**src/rtl/tec_pkg.sv**
```systemverilog
package tec_pkg;

    localparam int EVT_W = 4;
    localparam int THR_W = 12;

    typedef enum logic [1:0] {
        CMP_NE = 2'd0,
        CMP_EQ = 2'd1,
        CMP_GE = 2'd2,
        CMP_LT = 2'd3
    } cmp_mode_e;

    typedef struct packed {
        logic [THR_W-1:0] thr;
        cmp_mode_e        mode;
        logic             one;
    } tec_cfg_t;

    typedef struct packed {
        logic             vld;
        logic [EVT_W-1:0] amt;
    } tec_inc_t;

    function automatic logic cond_met(cmp_mode_e m, logic [EVT_W-1:0] e,
                                      logic [THR_W-1:0] t);
        logic [THR_W-1:0] ez;
        ez = {{(THR_W-EVT_W){1'b0}}, e};
        case (m)
            CMP_NE:  return ez != t;
            CMP_EQ:  return ez == t;
            CMP_GE:  return ez >= t;
            default: return ez < t;
        endcase
    endfunction

endpackage

```
**src/rtl/tec_qualifier.sv**
```systemverilog
module tec_qualifier
    import tec_pkg::*;
(
    input  tec_cfg_t         cfg,
    input  logic [EVT_W-1:0] evt,
    output tec_inc_t         inc
);
    logic bypass;
    logic pass;

    always_comb begin
        bypass = (cfg.thr == '0);
        pass   = bypass || cond_met(cfg.mode, evt, cfg.thr);
        inc.vld = pass;
        if (!bypass && cfg.one)
            inc.amt = EVT_W'(1);
        else
            inc.amt = evt;
    end
endmodule

```
**src/rtl/tec_accum.sv**
```systemverilog
module tec_accum
    import tec_pkg::*;
#(
    parameter int ACC_W = 64
) (
    input  logic             clk,
    input  logic             rst,
    input  logic             en,
    input  logic             clr,
    input  tec_inc_t         inc,
    output logic [ACC_W-1:0] acc,
    output logic             wrap
);
    logic [ACC_W:0] sum;

    always_comb begin
        sum = {1'b0, acc} + {{(ACC_W+1-EVT_W){1'b0}}, inc.amt};
    end

    always_ff @(posedge clk) begin
        if (rst || clr) begin
            acc  <= '0;
            wrap <= 1'b0;
        end else if (en && inc.vld) begin
            acc  <= sum[ACC_W-1:0];
            wrap <= sum[ACC_W];
        end else begin
            wrap <= 1'b0;
        end
    end
endmodule

```
**src/rtl/thresh_event_counter.sv**
```systemverilog
module thresh_event_counter
    import tec_pkg::*;
#(
    parameter int ACC_W = 64
) (
    input  logic                 clk,
    input  logic                 rst,
    input  logic                 en,
    input  logic                 clr,
    input  logic [EVT_W-1:0]     evt_cnt,
    input  logic [THR_W-1:0]     thresh,
    input  logic [1:0]           cmp_sel,
    input  logic                 add_one,
    output logic [ACC_W-1:0]     acc_q,
    output logic                 wrap_pulse
);
    tec_cfg_t cfg;
    tec_inc_t inc;

    always_comb begin
        cfg.thr  = thresh;
        cfg.mode = cmp_mode_e'(cmp_sel);
        cfg.one  = add_one;
    end

    tec_qualifier u_qual (
        .cfg (cfg),
        .evt (evt_cnt),
        .inc (inc)
    );

    tec_accum #(.ACC_W(ACC_W)) u_acc (
        .clk  (clk),
        .rst  (rst),
        .en   (en),
        .clr  (clr),
        .inc  (inc),
        .acc  (acc_q),
        .wrap (wrap_pulse)
    );
endmodule

```
**config.mk**
```make
export PLATFORM = sky130hd
export DESIGN_NAME = thresh_event_counter
export DESIGN_NICKNAME = d
export VERILOG_FILES = /design/src/rtl/tec_pkg.sv /design/src/rtl/tec_qualifier.sv /design/src/rtl/tec_accum.sv /design/src/rtl/thresh_event_counter.sv
export SDC_FILE = /design/constraint.sdc
export NUM_CORES = 1
export LEC_CHECK = 0
export CORE_UTILIZATION = 35
export DETAILED_ROUTE_END_ITERATION = 8
export SLEW_MARGIN = 15
export SYNTH_ARGS = -nofsm -noshare
export SYNTH_HDL_FRONTEND = slang
export SYNTH_HIERARCHICAL = 1
export SYNTH_SLANG_ARGS = --single-unit
```
**constraint.sdc**
```tcl
create_clock -name clk -period 6.79 [get_ports clk]
set_input_delay 2.037 -clock clk [delete_from_list [all_inputs] [get_ports clk]]
set_output_delay 2.037 -clock clk [all_outputs]
set_load 0.01 [all_outputs]
```
* Word-level counts from Yosys, hierarchy flattened
Cells that the tools add are included.
** Word-level totals
- Logic and storage cells :: 20
- Bits in registers :: 65
- Input bits :: 23
- Output and inout bits :: 65
** Operators by class
- Order comparisons :: 2
- Multiplexer cells :: 2
- Reductions and logical operators :: 8
- Equal/unequal tests :: 4
- Bitwise logic cells :: 1
- $add $sub $neg :: 1
** Operator list (number)
- $add 64x4->65 :: 1
- $eq 4x12->1 :: 1
- $ge 4x12->1 :: 1
- $logic_not 12->1 :: 1
- $lt 4x12->1 :: 1
- $ne 4x12->1 :: 1
- $mux 4 :: 1
- $pmux 1 s3 :: 1
- $eq 2x1->1 const B :: 1
- $eq 2x2->1 const B :: 1
- $logic_and 1x1->1 :: 2
- $logic_not 2->1 :: 1
- $logic_or 1x1->1 :: 2
- $reduce_or 2->1 :: 1
- $logic_not 1->1 :: 1
- $not 1->1 :: 1

* Depth between registers and ports, before layout
Gate-level depths: netlist (run 1).
- Depth after elaboration :: 6
- Depth in mapped cells :: 14
- Mapped depth without buffers :: 12

* Cells and area by module
The synthesis (run 1) kept the hierarchy.
** Modules (own cells, without submodules)
- tec_accum :: times used 1, area each 3339.5 sq um, cells an instance 407, sequential area each 1301.2 sq um
- tec_qualifier :: times used 1, area each 227.7 sq um, cells an instance 31, sequential area each 0.0 sq um

* Worst setup path before layout (run 1)
No wires, ideal clock.
- Kind :: input to register
- Start point :: input thresh[2]
- End point :: register u_acc.acc[50]
- Stages :: 11
- Arrival time :: 4.708 ns
- Buffers on the path :: 1
- Data required time :: 6.670 ns
- Path slack :: 1.963 ns
- Setup time :: 0.120 ns
- Path through :: or4_4 > o21a_1 > or2_1 > ha_1 > fa_1 > a211oi_1 > nor3_1 > nand4_1 > clkbuf_1 > or4_1 > nand2_1
** RTL lines
- start: declaration :: RTL line thresh_event_counter.sv:11 : input logic [THR_W-1:0] thresh,
- end signal: assignment :: RTL line tec_accum.sv:25 : acc <= sum[ACC_W-1:0];
- end: declaration :: RTL line tec_accum.sv:11 : output logic [ACC_W-1:0] acc,

==> flow_summary_export.csv, run 1 <==
group,metric,value,unit
outcome,outcome,"completed",
sta,max_freq,0.181,GHz
global_routing,grt_max_degree,65,
sta,worst_slew_pin_slew,901,ps
global_routing,gr-total-overflow,0,
power,p_per_area,157,nW/um^2
clocking,hold_buffers,0,
floorplan,start_util,36.3,%
setup_path,required,7060,ps
setup_path,start_kind,"input pin",
clocking,clockBufferDepth,2,
power,power_frac_clock,43.1,%
clocking,post_cts_resize_count,0,
clocking,cts_tree,"built",
sta,grt_setup_unrepaired,"no",
finish,num_antenna_cells,0,
detailed_routing,drc,0,
global_routing,track_usage,19.0,%
clocking,h-tree-depth,3,
yosys,synth_edf_count,0,
floorplan,die-area,10600,sq um
setup_path,endpoint_kind,"flip-flop",
placed_design,dp_hpwl,6.82,mm
yosys,ys_async_sr_fraction,0,%
floorplan,dieWidth,103,um
yosys,synth-seq-cells,65,
power,finalPower,746,uW
setup_path,crit_arrival,5780,ps
placed_design,port_buffers,87,
finish,layout_commonest_cell,"clkdlybuf4s50_1",
power,intPower,582,uW
sta,maxSlewHeadroom,39.7,%
placed_design,place_area,4550,sq um
setup_path,critPathMaxFanout,18,
sta,holdWs,479,ps
sta,finalCritPeriodShare,81.2,%
detailed_routing,routedWlPerCell,14.8,um
floorplan,io_pins,88,
floorplan,chipHeight,103,um
power,p_leak,0.00146,uW
yosys,syn-cell-area,3570,sq um
finish,area_growth,32.9,%
setup_path,worstSetupPathType,"in2reg",
floorplan,core.rowCount,36,
run,max_cap_violations,0,
finish,drive_gt1_share,5.93,%
sta,drv_slew,0,
power,p_seq_share,51.2,%
power,power_frac_comb,5.7,%
yosys,syn_nets,470,
global_routing,grt_pass1_vias,3292,
detailed_routing,vias,3563,
detailed_routing,routed_wl,9.72,mm
sta,finalSetupTns,0,ps
power,ir_drop,0.100,mV
yosys,syn_avg_cell_area,8.14,sq um
power,swShare,22.0,%
detailed_routing,ant_nets,0,
sta,min_period,5510,ps
yosys,synth_top_flop_cell,"dfxtp_1",
clocking,postCtsSetupBuffers,0,
clocking,clk_latency,330,ps
placed_design,place.gp.congestion,0.808,
yosys,ys_warn_count,6,
yosys,synth-seq-area-share,36.5,%
floorplan,core,9820,sq um
detailed_routing,drtIter0Drc,126,
finish,nets,550,
sta,skew,10.2,ps
clocking,cts_made_buffers,9,
detailed_routing,drtPass1Iterations,5,
finish,postLayoutCellArea,4740,sq um
finish,layout_common_cells,"clkdlybuf4s50_1 (87), dfxtp_1 (65), nand2_1 (46)",
clocking,clkSinkCount,65,
worst_hold_path,hp-class,"reg2reg",
global_routing,grt_antenna_before_repair,0,
power,power.switching,164,uW
sta,finalHoldViolCount,0,
global_routing,grt_first_pass_wirelength,15.9,mm
detailed_routing,routed_via_density,5.43,
sta,setup_viol,0,
yosys,syn_inst,438,
yosys,ys_types,45,
clocking,clkTransAtPathRegs,60,ps
clocking,cts_root_buf,"clkbuf_8",
[power by group through the flow]
stage	Sequential [uW]	Combinational (uW)	Clock [uW]
after floorplan	391	22.5	0
after global routing	382	46.5	347
after detailed placement	391	42.4	0
after CTS	382	42.6	331
final	382	42.4	321
after global placement	391	41.6	0
[synthesized netlist by cell type (3+ instances only)]
| library cell | number | area (sq um) |
|---|---|---|
| dfxtp_1 | 65 | 1300 |
| nand2_1 | 46 | 173 |
| a21oi_1 | 31 | 155 |
| nor2_1 | 31 | 116 |
| or4_1 | 25 | 188 |
| nand3_1 | 22 | 110 |
| nand4_1 | 20 | 125 |
| clkbuf_1 | 19 | 71.3 |
| nor4_1 | 18 | 113 |
| xnor2_1 | 18 | 158 |
| inv_1 | 14 | 52.6 |
| o211ai_1 | 13 | 97.6 |
| o31ai_1 | 12 | 90.1 |
| nor3_1 | 10 | 50.1 |
| or3_1 | 10 | 62.6 |
| ha_1 | 8 | 100 |
| o21ai_0 | 8 | 40.0 |
| xor2_1 | 7 | 61.3 |
| and2_1 | 6 | 37.5 |
| and3_1 | 6 | 37.5 |
| and4_1 | 5 | 43.8 |
| o41ai_1 | 5 | 43.8 |
| or2_2 | 4 | 25.0 |
| or4b_1 | 4 | 40.0 |
| a211o_1 | 3 | 26.3 |
| a211oi_1 | 3 | 22.5 |
| and2b_2 | 3 | 26.3 |
[worst paths after layout]
check,depth (start not counted),endpoint,slack [ps],start
worst min-delay path,2,u_acc/acc[3]$_SDFFE_PP0P_,480,u_acc/acc[3]$_SDFFE_PP0P_
worst min register to register,2,u_acc/acc[3]$_SDFFE_PP0P_,480,u_acc/acc[3]$_SDFFE_PP0P_
worst max register to register,5,u_acc/acc[52]$_SDFFE_PP0P_,3960,u_acc/acc[21]$_SDFFE_PP0P_
worst max-delay path,12,u_acc/acc[52]$_SDFFE_PP0P_,1280,thresh[3]
[registers in the layout (all words and copies together) (netlist names)]
register    flops
u_acc/acc      64
u_acc/wrap      1
[cells by family (layout without fill, tap and decap cells)]
group	after synthesis	count (layout)	share of synthesized area [%]
buffers and inverters	36	121	3.93
XOR/XNOR	25	25	6.14
adder cells (fa/ha/maj)	9	9	3.37
AND/OR/NAND/NOR	219	219	34.7
AO/OA/AOI/OAI	84	84	15.4
flip-flops	65	65	36.5
[layout make-up]
type | count | area (sq um)
Fill cell | 1009 | 5080
Multi-Input combinational cell | 337 | 2130
Sequential cell | 65 | 1300
Timing Repair Buffer | 91 | 901
Tap cell | 133 | 166
Clock buffer | 13 | 149
Inverter | 14 | 52.6
Clock inverter | 3 | 40.0
[stage by stage]
stage	utilization [%]	worst slack [ps]	std cells
after floorplan	-	1960	438
after global placement	46.3	1090	640
after detailed placement	46.3	991	640
after CTS	48.2	1330	656
after global routing	48.3	984	656
final	48.3	1280	656
[worst max-delay path, cell delays in order]
cell             delay [ps]
clkdlybuf4s50_1         480
inv_1                    50
ha_1                    300
nand4_1                 150
and2_1                  200
a311o_1                 310
a32oi_1                 340
o211ai_1                190
nor3_1                  350
nand4_1                 610
or4_1                   690
nand2_1                  80
[per-layer routing]
layer  GRT usage [%]  share of wire [%]  vias to the layer above
li1                -                  -                     1803
met1            26.5                 50                     1672
met2            30.4                 45                       83
met3            4.20                4.5                        5
met4            3.25               0.57                        0
met5               0                  0                        -
Note: power is estimated with default switching activity, not from simulation.
==> run 2: changes to the inputs <==
==> constraint.sdc (replaced) <==
create_clock -name clk -period 5.4 [get_ports clk]
set_input_delay 1.62 -clock clk [delete_from_list [all_inputs] [get_ports clk]]
set_output_delay 1.62 -clock clk [all_outputs]
set_load 0.01 [all_outputs]
==> flow_summary_export.csv, run 2 (synthesis results as in run 1) <==
group,metric,value,unit
global_routing,grt_antenna_before_repair,0,
sta,worst_slew_pin_slew,979,ps
setup_path,worstSetupPathType,"in2reg",
detailed_routing,routed_via_density,5.52,
setup_path,r2r_setup_slack,2750,ps
clocking,cts_root_buf,"clkbuf_8",
floorplan,dieWidth,103,um
sta,grt_setup_unrepaired,"no",
setup_path,slowest_delay,580,ps
setup_path,required,5670,ps
clocking,postCtsSetupBuffers,0,
sta,maxSlewHeadroom,34.7,%
detailed_routing,ant_nets,0,
global_routing,gr-total-overflow,0,
setup_path,start_kind,"input pin",
worst_hold_path,hold_start,"u_acc/acc[3]$_SDFFE_PP0P_",
finish,regMostFlops,"u_acc/acc",
setup_path,crit_arrival,5180,ps
finish,seq_area,1300,sq um
finish,layout_commonest_cell,"clkdlybuf4s50_1",
sta,min_period,4910,ps
floorplan,core,9820,sq um
clocking,clkSinkCount,65,
detailed_routing,drtPass1Iterations,4,
detailed_routing,routedWlPerCell,15.5,um
global_routing,grt_max_degree,50,
finish,reg_top3,"u_acc/acc: 64 flops, u_acc/wrap: 1 flops",
outcome,outcome,"completed",
finish,n_fill_cell,996,
clocking,cts_made_buffers,9,
run,max_cap_violations,0,
setup_path,endpoint_kind,"flip-flop",
placed_design,port_buffers,87,
sta,skew,11.5,ps
finish,fin_util,48.6,%
placed_design,place.gp.congestion,0.810,
setup_path,critPathMaxFanout,6,
floorplan,chipHeight,103,um
floorplan,start_util,36.3,%
finish,largest_reg_flops,64,
power,p_leak,0.00147,uW
detailed_routing,drtIter0Drc,135,
setup_path,worstPathCellList,"clkdlybuf4s50_1 -> inv_1 -> ha_1 -> nand4_1 -> and2_1 -> a311o_1 -> a32oi_1 -> and2_1 -> nand2_1 -> or4_4 -> or4_1 -> a21oi_1",
worst_hold_path,hold_end,"u_acc/acc[3]$_SDFFE_PP0P_",
setup_path,regToRegStartpoint,"u_acc/acc[34]$_SDFFE_PP0P_",
floorplan,core.rowCount,36,
detailed_routing,routed_wl,10.2,mm
clocking,hold_buffers,0,
detailed_routing,drc,0,
placed_design,dp_hpwl,7.18,mm
finish,layout_common_cells,"clkdlybuf4s50_1 (87), dfxtp_1 (65), nand2_1 (46)",
worst_hold_path,hold_path_depth,2,
setup_path,reg2reg_to,"u_acc/acc[53]$_SDFFE_PP0P_",
clocking,h-tree-depth,3,
clocking,clkTransAtPathRegs,70,ps
sta,max_freq,0.204,GHz
sta,finalHoldViolCount,0,
power,p_per_area,201,nW/um^2
placed_design,placedCellCount,643,
finish,fin_cells,659,
detailed_routing,vias,3640,
floorplan,io_pins,88,
clocking,cts_tree,"built",
floorplan,die-area,10600,sq um
sta,finalCritPeriodShare,90.9,%
finish,nets,553,
global_routing,grt_pass1_vias,3367,
setup_path,reg2regPathDepth,5,
setup_path,crit_buf_inv,2,
global_routing,grt_first_pass_wirelength,16.6,mm
clocking,post_cts_resize_count,0,
setup_path,cpMostUsedCell,"and2_1",
setup_path,cp_top_family,"simple AND/OR/NAND/NOR gates",
finish,area_growth,33.8,%
setup_path,crit_start,"thresh[3]",
finish,num_antenna_cells,0,
sta,finalSetupTns,0,ps
clocking,clk_latency,340,ps
power,ir_drop,0.121,mV
setup_path,cp_slowest_cell,"or4_4",
finish,multi_input_area,2130,sq um
clocking,clockBufferDepth,2,
sta,setup_viol,0,
finish,drive_gt1_share,6.84,%
sta,holdWs,485,ps
sta,drv_slew,0,
global_routing,track_usage,19.9,%
power,finalPower,960,uW
worst_hold_path,hp-class,"reg2reg",
-- run 2: cell count changes in the layout (fill, tap and decap cells not counted), sizes merged --
cell      previous run  this run
clkinvlp             0         2
clkbuf              13        11
buf                  4         7
-- run 2: stage by stage --
step                      cell area (sq um)  setup slack, ps
after global placement                 4570              242
after CTS                              4770              533
after floorplan                        3570              990
after detailed placement               4570              175
after global routing                   4770              338
final                                  4770              493
-- run 2: how the worst max path moves through the flow --
stage / cells after the start / slack, ps / end
floorplan: 11 / 990 / u_acc/acc[50]$_SDFFE_PP0P_
global placement: 12 / 240 / u_acc/acc[53]$_SDFFE_PP0P_
detailed placement: 12 / 170 / u_acc/acc[53]$_SDFFE_PP0P_
CTS: 12 / 530 / u_acc/acc[53]$_SDFFE_PP0P_
global route: 12 / 340 / u_acc/acc[31]$_SDFFE_PP0P_
finish: 12 / 490 / u_acc/acc[53]$_SDFFE_PP0P_
-- run 2: power by group --
group / switching [uW] / total (uW) / internal (uW)
Clock: 201 / 426 / 225
Combinational: 27.4 / 54.1 / 26.7
Sequential: 0.632 / 480 / 480
Total: 230 / 960 / 731
-- run 2: tightest hold or removal path, delay by kind of cell, from the launching register on --
family	cells	cell delay, ps
simple gates	1	60
compound gates	1	50
flops	1	330
-- run 2: per-layer routing --
layer  wire length, um  global-route usage (%)
met1              4870                    26.5
met2              4790                    31.8
met3               519                    5.56
met4                52                    4.33
met5                 0                       0
-- run 2: final cells by class --
cell class,count,area share (%)
well taps,133,3.49
clock inverters,5,1.15
clock buffers,11,2.96
flip-flops and latches,65,27.3
multi-input cells,337,44.7
repair buffers,94,19.3
inverters,14,1.10
==> run 3: changes to the inputs <==
--- a/config.mk
+++ b/config.mk
@@ -7,6 +7,7 @@
 export LEC_CHECK = 0
 export CORE_UTILIZATION = 35
 export DETAILED_ROUTE_END_ITERATION = 8
+export SETUP_SLACK_MARGIN = 0.2
 export SLEW_MARGIN = 15
 export SYNTH_ARGS = -nofsm -noshare
 export SYNTH_HDL_FRONTEND = slang
==> constraint.sdc (replaced) <==
create_clock -name clk -period 3.94 [get_ports clk]
set_input_delay 1.182 -clock clk [delete_from_list [all_inputs] [get_ports clk]]
set_output_delay 1.182 -clock clk [all_outputs]
set_load 0.01 [all_outputs]
==> flow_summary_export.csv, run 3 (synthesis results as in run 1) <==
group,metric,value,unit
outcome,outcome,"completed",
clocking,h-tree-depth,3,
clocking,clk_latency,340,ps
sta,min_period,3690,ps
detailed_routing,drc,0,
sta,finalCritPeriodShare,93.6,%
setup_path,start_kind,"input pin",
global_routing,gr-total-overflow,0,
detailed_routing,routedWlPerCell,14.8,um
clocking,clkTransAtPathRegs,80,ps
setup_path,worstPathCellList,"clkbuf_2 -> or4_4 -> o21a_1 -> and2b_2 -> buf_6 -> fa_2 -> a211oi_4 -> nor3_2 -> nand4_1 -> buf_2 -> or4_1 -> nand2_1",
clocking,clockBufferDepth,2,
finish,nets,596,
finish,largest_reg_flops,64,
floorplan,dieWidth,103,um
power,power.switching,296,uW
floorplan,io_pins,88,
finish,reg_top3,"u_acc/acc: 64 flops, u_acc/wrap: 1 flops",
setup_path,slowest_delay,530,ps
sta,finalHoldViolCount,0,
global_routing,grt_max_degree,48,
detailed_routing,vias,3807,
worst_hold_path,hold_end,"u_acc/acc[0]$_SDFFE_PP0P_",
power,ir_drop,0.186,mV
global_routing,grt_pass1_vias,3635,
setup_path,r2r_setup_slack,1220,ps
power,swShare,22.5,%
clocking,cts_made_buffers,9,
setup_path,cp_top_family,"simple AND/OR/NAND/NOR gates",
sta,holdWs,506,ps
global_routing,grt_first_pass_wirelength,17.0,mm
setup_path,reg2regPathDepth,5,
global_routing,track_usage,20.3,%
setup_path,crit_buf_inv,3,
floorplan,die-area,10600,sq um
finish,multi_input_area,2320,sq um
finish,seq_area,1300,sq um
finish,num_antenna_cells,0,
floorplan,core.rowCount,36,
finish,layout_common_cells,"clkdlybuf4s50_1 (71), dfxtp_1 (65), buf_4 (43)",
finish,n_fill_cell,982,
worst_hold_path,hold_start,"u_acc/acc[0]$_SDFFE_PP0P_",
placed_design,place_area,4810,sq um
sta,setup_viol,0,
setup_path,required,4230,ps
detailed_routing,drtIter0Drc,100,
detailed_routing,routed_wl,10.4,mm
run,max_cap_violations,0,
detailed_routing,drtPass1Iterations,4,
setup_path,cp_slowest_cell,"or4_4",
power,p_leak,0.00174,uW
worst_hold_path,hold_path_depth,2,
setup_path,crit_arrival,3970,ps
placed_design,place.gp.congestion,0.822,
clocking,clkSinkCount,65,
sta,worst_slew_pin_slew,930,ps
clocking,cts_tree,"built",
setup_path,critPathMaxFanout,8,
clocking,cts_root_buf,"clkbuf_8",
sta,maxSlewHeadroom,38.0,%
sta,drv_slew,0,
sta,max_freq,0.271,GHz
sta,skew,14.2,ps
placed_design,port_buffers,87,
global_routing,grt_antenna_before_repair,0,
power,p_seq_share,50.1,%
setup_path,endpoint_kind,"flip-flop",
power,power_frac_clock,42.5,%
sta,grt_setup_unrepaired,"no",
detailed_routing,routed_via_density,5.43,
detailed_routing,ant_nets,0,
power,p_per_area,251,nW/um^2
worst_hold_path,hp-class,"reg2reg",
setup_path,reg2reg_to,"u_acc/acc[47]$_SDFFE_PP0P_",
clocking,hold_buffers,0,
floorplan,chipHeight,103,um
setup_path,regToRegStartpoint,"u_acc/acc[33]$_SDFFE_PP0P_",
placed_design,dp_hpwl,7.17,mm
finish,regMostFlops,"u_acc/acc",
setup_path,worstSetupPathType,"in2reg",
floorplan,core,9820,sq um
power,intPower,1020,uW
finish,fin_util,53.4,%
sta,finalSetupTns,0,ps
finish,area_growth,47.1,%
finish,drive_gt1_share,21.5,%
power,power_frac_comb,7.5,%
floorplan,start_util,36.3,%
finish,postLayoutCellArea,5250,sq um
finish,layout_commonest_cell,"clkdlybuf4s50_1",
[run 3: cell count changes in the layout (fill, tap and decap cells not counted), sizes merged]
cell,before,now
clkbuf,11,27
buf,7,50
bufinv,1,0
clkdlybuf4s50,87,71
clkdlybuf4s15,0,1
dlygate4sd2,0,2
clkinv,2,0
clkinvlp,2,1
[run 3: worst max-delay path by stage]
| stage | from | endpoint | slack, ps | cells after the start |
|---|---|---|---|---|
| after global routing | thresh[0] | u_acc/acc[44]$_SDFFE_PP0P_ | 180 | 12 |
| final | thresh[0] | u_acc/acc[44]$_SDFFE_PP0P_ | 250 | 12 |
| after detailed placement | thresh[1] | u_acc/acc[56]$_SDFFE_PP0P_ | -550 | 14 |
| after global placement | thresh[1] | u_acc/acc[58]$_SDFFE_PP0P_ | -510 | 14 |
| after floorplan | thresh[3] | u_acc/acc[53]$_SDFFE_PP0P_ | 200 | 12 |
| after CTS | thresh[1] | u_acc/acc[47]$_SDFFE_PP0P_ | 210 | 10 |
[run 3: layer usage]
layer / routed length [um] / GRT usage, % / vias up
li1: - / - / 1901
met1: 4890 / 25.5 / 1821
met2: 5040 / 35.5 / 81
met3: 423 / 4.00 / 4
met4: 44 / 5.53 / 0
met5: 0 / 0 / -
[run 3: worst register-to-register path: stages, from the launching register on]
cell and delay, ps:
dfxtp_1 440, nand4_2 230, or4_1 740, or4_4 580
or4_4 530, a21oi_2 120
[run 3: metrics by stage]
| stage | power (uW) | worst slack (ps) | instances |
|---|---|---|---|
| 2_1_floorplan | 715 | 200 | 438 |
| 3_3_place_gp | 761 | -511 | 668 |
| 3_5_place_dp | 763 | -547 | 668 |
| 4_1_cts | 1330 | 209 | 694 |
| 5_1_grt | 1370 | 181 | 701 |
| 6_report | 1320 | 254 | 701 |
[run 3: power by group through the flow]
stage                     clock network [uW]  logic [uW]  registers (uW)
after floorplan                            0        41.5             674
after global placement                     0        87.7             674
after detailed placement                   0        89.3             674
after CTS                                577        93.9             659
after global routing                     603         108             658
final                                    558        98.0             659
[run 3: final cells by class]
type / count / share of cell area, %
Multi-Input combinational cell: 337 / 44.3
Clock buffer: 14 / 3.67
Timing Repair Buffer: 137 / 22.9
Inverter: 14 / 1.00
Clock inverter: 1 / 0.143
Tap cell: 133 / 3.17
Sequential cell: 65 / 24.8
[run 3: what timing repair did]
action | 4_1_cts | 5_1_grt
endpoints found under the setup margin | 58 | 55
pin swaps | 24 | 24
resized for setup | 37 | 38
setup buffers | 11 | 5
endpoints found under the hold margin | 0 | 0
cloned | 0 | 2
